**config.mk**
```make
export PLATFORM = sky130hd
export DESIGN_NAME = fsqrt_pipe
export DESIGN_NICKNAME = d
export VERILOG_FILES = /design/src/rtl/fsqrt_pkg.sv /design/src/rtl/fsqrt_reduce.sv /design/src/rtl/fsqrt_eval.sv /design/src/rtl/fsqrt_post.sv /design/src/rtl/fsqrt_pipe.sv
export SDC_FILE = /design/constraint.sdc
export NUM_CORES = 2
export LEC_CHECK = 0
export ABC_AREA = 1
export BUFFER_PORTS_ARGS = -buffer_cell sky130_fd_sc_hd__buf_2
export CAP_MARGIN = 30
export CORE_MARGIN = 1.5
export CORE_UTILIZATION = 50
export CTS_CLUSTER_SIZE = 8
export DETAILED_ROUTE_END_ITERATION = 10
export GPL_TIMING_DRIVEN = 0
export PLACE_DENSITY = 0.65
export SLEW_MARGIN = 20
export SYNTH_ARGS = -nofsm -noshare
export SYNTH_HDL_FRONTEND = slang
export SYNTH_HIERARCHICAL = 1
export SYNTH_SLANG_ARGS = --single-unit
export TNS_END_PERCENT = 1
```
**constraint.sdc**
```tcl
create_clock -name clk -period 14.8 [get_ports clk]
set_clock_uncertainty 0.15 [all_clocks]
set_input_delay 2.22 -clock clk [delete_from_list [all_inputs] [get_ports clk]]
set_output_delay 2.22 -clock clk [all_outputs]
set_load 0.005 [all_outputs]
```
**src/rtl/fsqrt_pkg.sv**
```systemverilog
package fsqrt_pkg;

    // Operand format
    localparam int EXP_W  = 8;
    localparam int FRAC_W = 23;
    localparam int WORD   = 1 + EXP_W + FRAC_W;
    localparam int BIAS   = (1 << (EXP_W - 1)) - 1;

    // Chunk width k and derived fixed-point scales
    localparam int K     = (FRAC_W + 4) / 4;
    localparam int N     = 4 * K;              // significand width
    localparam int PAD   = N - FRAC_W - 1;
    localparam int RF    = 2 * K - 2;          // fraction bits of R
    localparam int RW    = RF + 1;
    localparam int AF    = N - 1 + RF;         // fraction bits of A
    localparam int AW    = AF + 3;
    localparam int HSH   = AF - 2 * K;         // A2 chunk position
    localparam int HW    = K + 3;
    localparam int CW    = HW + K + 1;
    localparam int BF    = AF + 1;             // fraction bits of B
    localparam int BW    = BF + 3;
    localparam int SQ_SH = BF - 4 * K - 3;
    localparam int CR_SH = BF - 5 * K - 2;
    localparam int MF    = N + 6;              // fraction bits of M
    localparam int MW    = MF + 1;
    localparam int PRW   = BW + MW + 1;
    localparam int NR    = 1 << (K - 1);       // R table entries
    localparam int NM    = 1 << K;             // M table entries
    localparam int BASE_LAT = 6;

    typedef struct packed {
        logic             vld;
        logic             exc;
        logic             zero;
        logic             sgn;
        logic [EXP_W-1:0] ex;
    } side_t;

    typedef struct packed {
        logic            done;
        logic            exc;
        logic [WORD-1:0] root;
    } res_t;

    // R entry: rounded reciprocal of the interval midpoint
    function automatic int r_entry(input int f);
        int num;
        int den;
        num = 1 << (RF + K);
        den = (1 << K) + 2 * f + 1;
        return (2 * num / den + 1) / 2;
    endfunction

    function automatic logic [127:0] isqrt(input logic [127:0] v);
        logic [127:0] res;
        logic [127:0] cand;
        res = '0;
        for (int b = 63; b >= 0; b--) begin
            cand = res | (128'(1) << b);
            if (cand * cand <= v) res = cand;
        end
        return res;
    endfunction

    // M entry: 1/sqrt(R), or sqrt(2/R) for the odd-exponent half
    function automatic logic [127:0] m_entry(input int idx);
        int           odd;
        int           r;
        logic [127:0] v;
        odd = idx >> (K - 1);
        r   = r_entry(idx & (NR - 1));
        v   = (128'(1) << (2 * MF + RF)) << odd;
        return isqrt(v / 128'(r));
    endfunction

endpackage

```
**src/rtl/fsqrt_reduce.sv**
```systemverilog
module fsqrt_reduce
    import fsqrt_pkg::*;
(
    input  logic                 clk,
    input  logic                 rst,
    input  logic                 go,
    input  logic                 exc_in,
    input  logic [WORD-1:0]      x_in,
    output side_t                side_o,
    output logic signed [AW-1:0] a_o,
    output logic [MW-1:0]        m_o
);

    localparam logic signed [AW-1:0] ONE_A = {{(AW-AF-1){1'b0}}, 1'b1, {AF{1'b0}}};

    logic [RW-1:0] r_tab [NR];
    logic [MW-1:0] m_tab [NM];

    for (genvar gi = 0; gi < NR; gi++) begin : g_rtab
        assign r_tab[gi] = RW'(r_entry(gi));
    end
    for (genvar gj = 0; gj < NM; gj++) begin : g_mtab
        assign m_tab[gj] = MW'(m_entry(gj));
    end

    // Operand decode and exponent halving
    logic                     sgn;
    logic [EXP_W-1:0]         ex_f;
    logic [FRAC_W-1:0]        frac;
    logic                     zero;
    logic                     neg;
    logic signed [EXP_W+1:0]  eu;
    logic signed [EXP_W+1:0]  hf;
    logic                     odd;
    logic [K-2:0]             f_top;
    side_t                    side_n;

    always_comb begin
        sgn   = x_in[WORD-1];
        ex_f  = EXP_W'(x_in >> FRAC_W);
        frac  = FRAC_W'(x_in);
        zero  = (ex_f == '0);
        neg   = sgn & ~zero;
        eu    = $signed({2'b00, ex_f}) - $signed((EXP_W+2)'(BIAS));
        odd   = eu[0];
        hf    = (eu - $signed({{(EXP_W+1){1'b0}}, odd})) >>> 1;
        f_top = (K-1)'(frac >> (FRAC_W - K + 1));
        side_n.vld  = go;
        side_n.exc  = go & (exc_in | neg);
        side_n.zero = zero;
        side_n.sgn  = sgn;
        side_n.ex   = EXP_W'(hf + $signed((EXP_W+2)'(BIAS)));
    end

    // Stage A: significand, R lookup, M index
    side_t         side_a;
    logic [N-1:0]  y_a;
    logic [RW-1:0] r_a;
    logic [K-1:0]  mi_a;

    always_ff @(posedge clk) begin
        if (rst) side_a <= '0;
        else     side_a <= side_n;
    end

    always_ff @(posedge clk) begin
        y_a  <= N'({1'b1, frac}) << PAD;
        r_a  <= r_tab[f_top];
        mi_a <= {odd, f_top};
    end

    // Stage B: A = Y*R - 1, M lookup
    logic [N+RW-1:0] p_b;
    always_comb p_b = (N+RW)'(y_a) * (N+RW)'(r_a);

    always_ff @(posedge clk) begin
        if (rst) side_o <= '0;
        else     side_o <= side_a;
    end

    always_ff @(posedge clk) begin
        a_o <= $signed(AW'(p_b)) - ONE_A;
        m_o <= m_tab[mi_a];
    end

endmodule

```
**src/rtl/fsqrt_eval.sv**
```systemverilog
module fsqrt_eval
    import fsqrt_pkg::*;
(
    input  logic                 clk,
    input  logic                 rst,
    input  side_t                side_i,
    input  logic signed [AW-1:0] a_i,
    input  logic [MW-1:0]        m_i,
    output side_t                side_o,
    output logic signed [BW-1:0] b_o,
    output logic [MW-1:0]        m_o
);

    localparam logic signed [BW-1:0] ONE_B = {{(BW-BF-1){1'b0}}, 1'b1, {BF{1'b0}}};

    // Split A into its top signed chunk and the following chunk
    logic signed [HW-1:0]   a_hi;
    logic [K-1:0]           a_mid;
    logic signed [2*HW-1:0] sq_n;
    logic signed [CW-1:0]   cr_n;

    always_comb begin
        a_hi  = HW'(a_i >>> HSH);
        a_mid = K'(a_i >> (HSH - K));
        sq_n  = (2*HW)'(a_hi) * (2*HW)'(a_hi);
        cr_n  = CW'(a_hi) * CW'($signed({1'b0, a_mid}));
    end

    // Stage C: small products
    side_t                  side_c;
    logic signed [AW-1:0]   a_c;
    logic signed [2*HW-1:0] sq_c;
    logic signed [CW-1:0]   cr_c;
    logic [MW-1:0]          m_c;

    always_ff @(posedge clk) begin
        if (rst) side_c <= '0;
        else     side_c <= side_i;
    end

    always_ff @(posedge clk) begin
        a_c  <= a_i;
        sq_c <= sq_n;
        cr_c <= cr_n;
        m_c  <= m_i;
    end

    // Stage D: multi-operand signed sum B = 1 + A/2 - A^2/8
    always_ff @(posedge clk) begin
        if (rst) side_o <= '0;
        else     side_o <= side_c;
    end

    always_ff @(posedge clk) begin
        b_o <= ONE_B + BW'(a_c) - (BW'(sq_c) <<< SQ_SH) - (BW'(cr_c) <<< CR_SH);
        m_o <= m_c;
    end

endmodule

```
**src/rtl/fsqrt_post.sv**
```systemverilog
module fsqrt_post
    import fsqrt_pkg::*;
#(
    parameter int LATENCY = 14
) (
    input  logic                 clk,
    input  logic                 rst,
    input  side_t                side_i,
    input  logic signed [BW-1:0] b_i,
    input  logic [MW-1:0]        m_i,
    output logic                 done,
    output logic                 exc_out,
    output logic [WORD-1:0]      root
);

    localparam int EXTRA = (LATENCY > BASE_LAT) ? LATENCY - BASE_LAT : 0;

    // Stage E: B * M
    side_t                 side_e;
    logic signed [PRW-1:0] prod_e;

    always_ff @(posedge clk) begin
        if (rst) side_e <= '0;
        else     side_e <= side_i;
    end

    always_ff @(posedge clk) begin
        prod_e <= PRW'(b_i) * PRW'($signed({1'b0, m_i}));
    end

    // Stage F: pack the result
    logic [FRAC_W-1:0]     frac;
    logic signed [PRW-1:0] hi;
    logic                  sat;
    res_t                  res_n;
    res_t                  res_f;
    res_t                  res_q;

    always_comb begin
        frac = FRAC_W'(prod_e >> (BF + MF - FRAC_W));
        hi   = prod_e >>> (BF + MF + 1);
        sat  = (hi != '0);
        res_n.done = side_e.vld;
        res_n.exc  = side_e.exc;
        if (side_e.exc)
            res_n.root = '0;
        else if (side_e.zero)
            res_n.root = {side_e.sgn, {(WORD-1){1'b0}}};
        else
            res_n.root = {1'b0, side_e.ex, sat ? {FRAC_W{1'b1}} : frac};
    end

    always_ff @(posedge clk) begin
        if (rst) res_f <= '0;
        else     res_f <= res_n;
    end

    // Retiming stages up to the configured latency
    if (EXTRA == 0) begin : g_direct
        assign res_q = res_f;
    end else begin : g_delay
        res_t dl [EXTRA];
        always_ff @(posedge clk) begin
            if (rst) begin
                for (int i = 0; i < EXTRA; i++) dl[i] <= '0;
            end else begin
                dl[0] <= res_f;
                for (int i = 1; i < EXTRA; i++) dl[i] <= dl[i-1];
            end
        end
        assign res_q = dl[EXTRA-1];
    end

    assign done    = res_q.done;
    assign exc_out = res_q.exc;
    assign root    = res_q.root;

endmodule

```
**src/rtl/fsqrt_pipe.sv**
```systemverilog
module fsqrt_pipe
    import fsqrt_pkg::*;
#(
    parameter int LATENCY = 14
) (
    input  logic            clk,
    input  logic            rst,
    input  logic            go,
    input  logic            exc_in,
    input  logic [WORD-1:0] x_in,
    output logic            done,
    output logic            exc_out,
    output logic [WORD-1:0] root
);

    side_t                side_b;
    side_t                side_d;
    logic signed [AW-1:0] a_b;
    logic [MW-1:0]        m_b;
    logic signed [BW-1:0] b_d;
    logic [MW-1:0]        m_d;

    fsqrt_reduce u_reduce (
        .clk    (clk),
        .rst    (rst),
        .go     (go),
        .exc_in (exc_in),
        .x_in   (x_in),
        .side_o (side_b),
        .a_o    (a_b),
        .m_o    (m_b)
    );

    fsqrt_eval u_eval (
        .clk    (clk),
        .rst    (rst),
        .side_i (side_b),
        .a_i    (a_b),
        .m_i    (m_b),
        .side_o (side_d),
        .b_o    (b_d),
        .m_o    (m_d)
    );

    fsqrt_post #(.LATENCY(LATENCY)) u_post (
        .clk     (clk),
        .rst     (rst),
        .side_i  (side_d),
        .b_i     (b_d),
        .m_i     (m_d),
        .done    (done),
        .exc_out (exc_out),
        .root    (root)
    );

endmodule

```
==> results.md <==
* Unrepaired setup endpoints after global routing: false
* CTS hold repair buffers at 0
* Post-synthesis mux area share at 0
* Slew Viols, Final at 0
* Adder-Cell Fraction of Synth Area at 0.4535
* Worst-path clk slew at 0.05 ns
* FFs w/ async S/R, synth at 0
* Max Fanout on Critical Path at 11
* DRC at 0
* Flip-flop and latch area at 13,190 µm²
* Yosys reg bits at 659
* Post-synth EDFFs at 0
* Max-cap viol count at 0
* Skew-Pair Late Insertion Delay at 0.74 ns
* Syn Inst Count at 10,033
* Setup crit end kind: flip-flop
* Die width at 400.7 µm
* Post-CTS setup buffer count at 0
* R2R Setup Slk at 4.51 ns
* Slew HR at 0.2343
* Routed Antenna Nets at 0
* Hold Slack at 0.1428 ns
* Core area at 156,600 µm²
* Placed cell areas at 82,820 µm²
* Hold WC Path Type: flip-flop to flip-flop
* Syn Area/Cell at 7.884 µm²
* Total grt overflow at 0
* Xor/xnor share of the synthesized area at 0.01019
* TritonRoute pass-1 iters at 6
* Cts repair resizes at 0
* Synth Area in Compound Gates at 0.03836
* Total CTS buffers at 95
* Num rows at 145
* Nets at 12,282
* RePlAce Congestion at 1.051
* Number of global-route vias before repair at 65,974
* Synth Area in Simple Gates at 0.1629
* Seq/Total Area, Yosys at 0.1668
* Num Clock Sinks at 659
* CTS Buffer Depth at 3
* Largest net degree at the start of global routing at 21
* Final setup fails at 0
* CP required at 15.24 ns
* Total track usage at 0.3552
* Synth Flop Type: dfxtp_1
* H-tree levels at 3
* Final Hold Vio Count at 0
* WL/cell at 22.56 µm
* Via count at 63,396
* Max frequency at 97.19 MHz
* DP HPWL at 235.1 mm
* Filler Cells Inserted at 15,037
* Root Buffer Master: clkbuf_16
* Global-route wire length before repair at 416.8 mm
* Ys Warns at 6
* Initial antenna violation count at 18
* Slew @ Worst Pin at 1.149 ns
* Port buffer count at 69
* CTS tree: yes
* Die ar. at 160,600 µm²
* Main combinational cell family by area after synthesis: adder cells
* Worst EP arrival at 10.73 ns
* Unique masters post-synth at 58
* Syn nets at 12,041
* DR vias/cell at 5.132
* DIE HEIGHT at 400.7 µm
* Starting Density at 0.5052
* Fin crit period at 10.29 ns
* Area occupied by multi-input gates at 52,610 µm²
* Share of layout cells above drive strength 1 at 0.04091
* # IOs at 70
* Design area at 85,710 µm²
* Crit Path Class: flip-flop to flip-flop
* Setup TNS at 0 ns
* Kind of start point of the critical path: flip-flop
* Period utilization at 0.6952
* Initial DRC Count at 6,050
* Area growth, synth to finish at 8.359%
* Cell Area, Synth at 79,100 µm²
* Drt total wl at 278.8 mm
* Outcome: completed
## synthesized netlist by cell type, types with 3 or more instances
master,n,area (µm²)
xnor2_1,28,245.2
o21ai_1,18,90.09
nand2_1,2339,8780
buf_4,38,285.3
o22ai_1,3,18.77
fa_1,1492,29870
o21bai_1,30,225.2
o211ai_1,25,187.7
nand4_1,25,156.4
nor4_1,6,37.54
o221ai_1,3,26.28
nand3b_1,7,52.55
inv_1,3064,11500
a22oi_1,3,22.52
buf_2,20,100.1
a21o_1,14,105.1
o21a_1,8,60.06
or2_2,7,43.79
a211oi_1,4,30.03
nand3_1,167,835.8
a21boi_0,5,37.54
nand3_2,4,40.04
a21oi_1,211,1056
o311ai_0,3,26.28
or2_1,5,31.28
ha_1,480,6006
nor2_2,11,68.82
clkbuf_1,248,930.9
dfxtp_1,659,13190
and2_1,4,25.02
o31ai_1,6,45.04
buf_1,99,371.6
nand2_2,20,125.1
a31oi_1,20,125.1
inv_2,23,86.33
xor2_1,64,560.5
nor3_1,32,160.2
nor2_4,7,78.83
o21ai_0,173,865.8
nor2_1,634,2380
## stage by stage
stage          std cells    util  setup slack [ns]
2_1_floorplan      10033       -             7.485
3_3_place_gp       12160  0.5238             4.518
3_5_place_dp       12221  0.5290             4.686
6_report           12354  0.5474             4.511
5_1_grt            12350  0.5474             4.138
4_1_cts            12336  0.5461             4.653
## area by class of cell
type | count | share of cell area
Multi-Input combinational cell | 5880 | 0.6138
Clock inverter | 12 | 0.003007
Inverter | 3087 | 0.1352
Tap cell | 2058 | 0.03004
Buffer | 407 | 0.02036
Clock buffer | 103 | 0.02832
Sequential cell | 659 | 0.1539
Antenna cell | 4 | 0.0001168
Timing Repair Buffer | 144 | 0.01524
## path summary, 6_finish.rpt
kind | startpoint | cells past startpoint | endpoint
max | u_eval/m_o[4] | 24 | u_post/prod_e[59]
min | u_reduce/a_o[1] | 0 | u_eval/a_c[1]
max reg2reg | u_eval/m_o[4] | 24 | u_post/prod_e[59]
min reg2reg | u_reduce/a_o[1] | 0 | u_eval/a_c[1]
## worst max-delay path, stage by stage, from the launching register on
cell and delay, ns:
dfxtp_1 0.31, clkbuf_1 0.68, buf_1 0.80, nand2_1 0.18, fa_1 0.57, fa_1 0.47
fa_1 0.86, fa_1 1.22, inv_1 0.54, fa_1 0.60, fa_1 0.52, fa_1 0.54
inv_1 0.05, fa_1 0.49, inv_1 0.04, ha_1 0.44, nand2_1 0.14, nor2_1 0.21
inv_1 0.07, nor2_1 0.20, inv_1 0.16, nor4_1 0.45, o21ai_1 0.24, nand3_1 0.14
nand2_1 0.08
## cell usage in the layout, fill, tap and decap left out, types with 23 or more instances in the layout
| cell type | Yosys | final |
|---|---|---|
| clkbuf_16 | 0 | 95 |
| inv_1 | 3064 | 3064 |
| fa_1 | 1492 | 1492 |
| buf_4 | 38 | 38 |
| nand4_1 | 25 | 25 |
| nor2_1 | 634 | 634 |
| buf_6 | 2 | 52 |
| nand2_1 | 2339 | 2339 |
| ha_1 | 480 | 480 |
| inv_2 | 23 | 23 |
| buf_2 | 20 | 99 |
| buf_1 | 99 | 89 |
| xnor2_1 | 28 | 28 |
| xor2_1 | 64 | 64 |
| clkbuf_1 | 248 | 236 |
| o21ai_0 | 173 | 173 |
| o21bai_1 | 30 | 30 |
| nor3_1 | 32 | 32 |
| nand3_1 | 167 | 167 |
| dfxtp_1 | 659 | 659 |
| a21oi_1 | 211 | 211 |
| o211ai_1 | 25 | 25 |
## state kept, by name (all words and copies together), names as in the netlist, 10 cells and up
signal             count
u_eval/m_c            31
u_reduce/a_o          36
u_eval/m_o            31
u_post/g_delay.dl    272
u_eval/cr_c           16
u_reduce/side_o       12
u_reduce/y_a          18
u_post/prod_e         27
u_reduce/m_o          30
u_eval/side_o         12
u_reduce/side_a       12
u_post/side_e         10
u_eval/b_o            37
u_eval/a_c            35
u_post/res_f          34
u_eval/sq_c           17
u_eval/side_c         12
## logic make-up after synthesis
logic type,count (synthesis)
adders and majority gates,1972
buffers and inverters,3494
other,1
and+or+nand+nor,3276
DFF,659
AOI/OAI and AO/OA,539
xor gates and xnor gates,92
## layer usage
| metal | up-vias | global-route usage | part of all wire |
|---|---|---|---|
| met3 | 799 | 0.09156 | 0.11 |
| met1 | 30993 | 0.4663 | 0.40 |
| li1 | 28595 | - | - |
| met4 | 10 | 0.2046 | 0.069 |
| met5 | - | 0 | 0.00023 |
| met2 | 2999 | 0.5326 | 0.42 |
Power is left out: the tool's default activity adds up to more than one toggle a clock period on the data nets, which glitch-free logic cannot reach.
